--- src/rtl/coef_stream_loader.sv ---
module coef_stream_loader #(
  parameter int TAPS     = 7,
  parameter int PHASES   = 17,
  parameter int CW       = 16,
  parameter int ID_W     = 2,
  parameter int GOOD_ID  = 1,
  parameter int IDX_W    = 5,
  parameter int AINC_BIT = 10
) (
  input  logic                 clk,
  input  logic                 rst_n,
  input  logic                 start,
  input  logic [ID_W-1:0]      scaler_id,
  input  logic [TAPS*CW-1:0]   coef_flat,
  output logic                 wr_valid,
  input  logic                 wr_ready,
  output logic                 wr_sel,
  output logic [2*CW-1:0]      wr_data,
  output logic                 busy,
  output logic                 err
);
  localparam int TOTAL  = TAPS * PHASES;
  localparam int NWORDS = (TOTAL + 1) / 2;
  localparam int TW     = $clog2(TAPS);
  localparam int NW_W   = $clog2(NWORDS + 1);
  localparam int DW     = 2 * CW;
  localparam logic [IDX_W-1:0] START_IDX = '0;
  localparam logic [DW-1:0]    IDX_WORD  = (DW'(1) << AINC_BIT) | DW'(START_IDX);

  typedef enum logic [1:0] {S_IDLE, S_INDEX, S_DATA} state_t;

  state_t          st;
  logic [TW-1:0]   tap;
  logic [NW_W-1:0] wcnt;
  logic [CW-1:0]   coef_arr [TAPS];

  for (genvar g = 0; g < TAPS; g++) begin : g_tap
    assign coef_arr[g] = coef_flat[g*CW +: CW];
  end

  logic [TW:0]   t2;
  logic [TW-1:0] tap_step, tap_hi;
  assign t2       = {1'b0, tap} + (TW+1)'(2);
  assign tap_step = (t2 >= (TW+1)'(TAPS)) ? TW'(t2 - (TW+1)'(TAPS)) : TW'(t2);
  assign tap_hi   = (tap == TW'(TAPS-1)) ? '0 : tap + TW'(1);

  assign busy     = (st != S_IDLE);
  assign wr_valid = busy;
  assign wr_sel   = (st == S_DATA);
  assign wr_data  = (st == S_DATA) ? {coef_arr[tap_hi], coef_arr[tap]} : IDX_WORD;

  wire accept = wr_valid && wr_ready;

  always_ff @(posedge clk or negedge rst_n) begin
    if (!rst_n) begin
      st   <= S_IDLE;
      tap  <= '0;
      wcnt <= '0;
      err  <= 1'b0;
    end else begin
      case (st)
        S_IDLE: if (start) begin
          err <= (scaler_id != ID_W'(GOOD_ID));
          if (scaler_id == ID_W'(GOOD_ID)) st <= S_INDEX;
        end
        S_INDEX: if (accept) begin
          st   <= S_DATA;
          tap  <= '0;
          wcnt <= '0;
        end
        S_DATA: if (accept) begin
          tap  <= tap_step;
          wcnt <= wcnt + NW_W'(1);
          if (wcnt == NW_W'(NWORDS-1)) st <= S_IDLE;
        end
        default: st <= S_IDLE;
      endcase
    end
  end
endmodule

--- config.mk ---
export PLATFORM = sky130hd
export DESIGN_NAME = coef_stream_loader
export DESIGN_NICKNAME = d
export VERILOG_FILES = /design/src/rtl/coef_stream_loader.sv
export SDC_FILE = /design/constraint.sdc
export NUM_CORES = 1
export LEC_CHECK = 0
export ABC_CLOCK_PERIOD_IN_PS = 6330
export BUFFER_PORTS_ARGS = -buffer_cell sky130_fd_sc_hd__buf_2
export CORE_ASPECT_RATIO = 0.5
export CORE_UTILIZATION = 50
export CTS_CLUSTER_DIAMETER = 100
export CTS_CLUSTER_SIZE = 40
export DETAILED_ROUTE_END_ITERATION = 16
export GPL_ROUTABILITY_DRIVEN = 0
export PLACE_DENSITY = 0.88
export SLEW_MARGIN = 20
export SYNTH_ARGS = -nofsm -noshare
export SYNTH_HDL_FRONTEND = slang
export SYNTH_SLANG_ARGS = --single-unit
--- constraint.sdc ---
create_clock -name clk -period 6.33 [get_ports clk]
set_input_delay 1.5825 -clock clk [delete_from_list [all_inputs] [get_ports clk]]
set_output_delay 1.5825 -clock clk [all_outputs]
set_load 0.02 [all_outputs]
==> results.sh <==
export IMPL_outcome="finished clean"
export IMPL_path_clk_slew_ns=0.04
export IMPL_switchingPower_uw=942
export IMPL_fmax_mhz=194
export IMPL_drive_above_1_share_pct=48.7
export IMPL_die_area_um2=6030
export IMPL_antenna_found_initial=0
export IMPL_rsz0062_at_grt="no"
export IMPL_slew_viol_final=0
export IMPL_fin_tns_setup_ns=0
export IMPL_finalSetupViolCount=0
export IMPL_crit_type="reg -> out"
export IMPL_fin_crit_sh_pct=81.6
export IMPL_synth_edff_count=0
export IMPL_ios=154
export IMPL_cp_max_fo=26
export IMPL_post_cts_buffers=0
export IMPL_grt_max_degree=33
export IMPL_clk_path_buf_depth=2
export IMPL_p_sw_share_pct=53.1
export IMPL_synth_cell_type_count=47
export IMPL_synth_net_count=444
export IMPL_tightest_slew_ns=1.12
export IMPL_worstPathRequired_ns=4.75
export IMPL_cts_root_buf="clkbuf_16"
export IMPL_via_per_inst=6.24
export IMPL_clkPwrFrac_pct=6.6
export IMPL_syn_inst=320
export IMPL_ys_top_cells_by_area="mux2i_1, mux4_2, mux2_2"
export IMPL_p_leak_uw=0.00176
export IMPL_cts_buffers=3
export IMPL_clock_skew_final_ns=0.00399
export IMPL_wirelength_mm=8.70
export IMPL_grtUsageTotal_pct=28.2
export IMPL_ys_flop_type="dfrtp_1"
export IMPL_overflow=0
export IMPL_synthToLayoutAreaGrowth_pct=27.6
export IMPL_cts_tree="done"
export IMPL_cap_viol_max_count=0
export IMPL_rows=19
export IMPL_max_slew_margin_pct=25.2
export IMPL_die_h_um=55.4
export IMPL_powerDensity_nw_per_um2=487
export IMPL_synthArstFlopShare_pct=100
export IMPL_drt_iter0_markers=301
export IMPL_critPathArrivalTime_ns=3.58
export IMPL_nNetsFinal=575
export IMPL_grt_pass1_wl_mm=13.6
export IMPL_avgSynthCellArea_um2=8.91
export IMPL_final_core_util_pct=66.3
export IMPL_placeableCoreArea_um2=5490
export IMPL_min_period_ns=5.16
export IMPL_drc=0
export IMPL_p_int_uw=831
export IMPL_num_antenna_cells=0
export IMPL_synth_commonest_cells="mux2i_1, mux2_2, nor2_1"
export IMPL_power_share_sequential_pct=12.3
export IMPL_h_tree_depth=1
export IMPL_vias=3262
export IMPL_antenna_left=0
export IMPL_hpwlAfterDp_mm=6.63
export IMPL_port_buffers=153
export IMPL_min_path_type="reg -> reg"
export IMPL_worstSetupEndpointType="output pin"
export IMPL_yosysTopAreaCellShare_pct=15.1
export IMPL_wl_per_cell_um=16.6
export IMPL_pwr_share_comb_pct=81.1
export IMPL_cts_resized=0
export IMPL_clkSinkCount=12
export IMPL_seq_area_frac_synth_pct=10.5
export IMPL_peakVddDrop_uv=295
export IMPL_hold_viol=0
export IMPL_synth_area_um2=2850
export IMPL_yosys_area_top_type="mux2i_1"
export IMPL_first_pass_iters=5
export IMPL_cts_hold_buffers=0
export IMPL_die_x_um=109
export IMPL_ys_warn_count=0
export IMPL_yosys_cell_count_top_type="mux2i_1"
export IMPL_clk_latency_ns=0.24
export IMPL_grt_pass1_vias=3020
export IMPL_start_kind="flip-flop"
export IMPL_synth_seq_cells=12
export IMPL_start_util_pct=51.9
[power groups by stage]
stage	Combinational [uW]	Sequential [uW]	Clock, uW
2_1_floorplan	1200	151	0
3_3_place_gp	1380	218	0
3_5_place_dp	1400	218	0
4_1_cts	1400	217	120
5_1_grt	1550	231	122
6_report	1440	217	118
[path summary, 6_finish.rpt]
path                            startpoint          end  slack, ns  depth (start not counted)
worst max-delay path                tap[0]  wr_data[23]       1.17                          7
worst min-delay path               wcnt[4]      wcnt[4]       0.54                          1
max in group asynchronous            rst_n       tap[1]       4.88                          1
worst max register to register      tap[0]       tap[2]       3.77                          7
min in group asynchronous            rst_n          err       1.21                          1
worst min register to register     wcnt[4]      wcnt[4]       0.54                          1
[stage by stage]
stage / hold WS, ns / cell area, um^2 / instances / total power [uW] / setup slack, ns
2_1_floorplan: 0.495 / 2850 / 320 / 1350 / 2.15
3_3_place_gp: 0.525 / 3530 / 518 / 1600 / 1.35
3_5_place_dp: 0.534 / 3530 / 518 / 1620 / 1.29
4_1_cts: 0.543 / 3610 / 522 / 1740 / 1.03
5_1_grt: 0.568 / 3640 / 523 / 1900 / 0.912
6_report: 0.540 / 3640 / 523 / 1770 / 1.17
[metal layers]
metal	track usage, %	up-vias	wire [um]
li1	-	1503	-
met1	37.1	1560	3580
met2	46.6	161	4280
met3	2.24	38	514
met4	14.1	0	312
met5	0	-	0
[cell usage in the layout (no fill, tap or decap), types with 2 or more instances in the layout]
cell type / instances
nand2_1: 15
a22o_1: 2
o21ai_0: 10
nand2b_1: 5
nand3_1: 7
a31oi_1: 4
buf_2: 153
dfrtp_1: 10
nor2_1: 29
a211oi_1: 15
a221oi_1: 17
inv_1: 12
nor2b_1: 2
mux2i_1: 43
xnor2_1: 2
o22ai_1: 2
clkbuf_16: 3
o2bb2ai_1: 11
nor3_1: 7
a211o_1: 2
mux2_2: 31
o211a_1: 2
buf_4: 4
a21oi_1: 15
mux4_2: 17
ha_1: 5
nor3b_1: 2
dfrtp_2: 2
o211ai_1: 3
[registers in the layout (all words and copies together), names as in the netlist]
signal  flops
err         1
st          2
tap         3
wcnt        6
[area by class of cell]
cell class	instances	area (um^2)
Tap cell	73	91.3
Sequential cell	12	303
Multi-Input combinational cell	264	2300
Clock buffer	4	78.8
Timing Repair Buffer	158	823
Inverter	12	45.0
Fill cell	479	1850
[cells by family (layout without fill, tap and decap cells)]
logic type / Yosys count / after routing / synth area share, %
flip-flops: 12 / 12 / 10.5
AO/OA/AOI/OAI: 88 / 88 / 22.7
buffers and inverters: 44 / 174 / 8.90
XOR/XNOR: 2 / 2 / 0.614
AND/OR/NAND/NOR: 76 / 76 / 12.7
adder cells (fa/ha/maj): 6 / 6 / 2.89
multiplexers: 92 / 92 / 41.7
[worst max-delay path, cell delays in order, from the launching register on]
cell	delay, ns
dfrtp_2	0.73
buf_4	0.49
ha_1	0.33
nor2_1	0.10
a21oi_2	0.71
mux2_2	0.43
a211oi_1	0.30
buf_2	0.23
(Power assumes the default switching activity.)
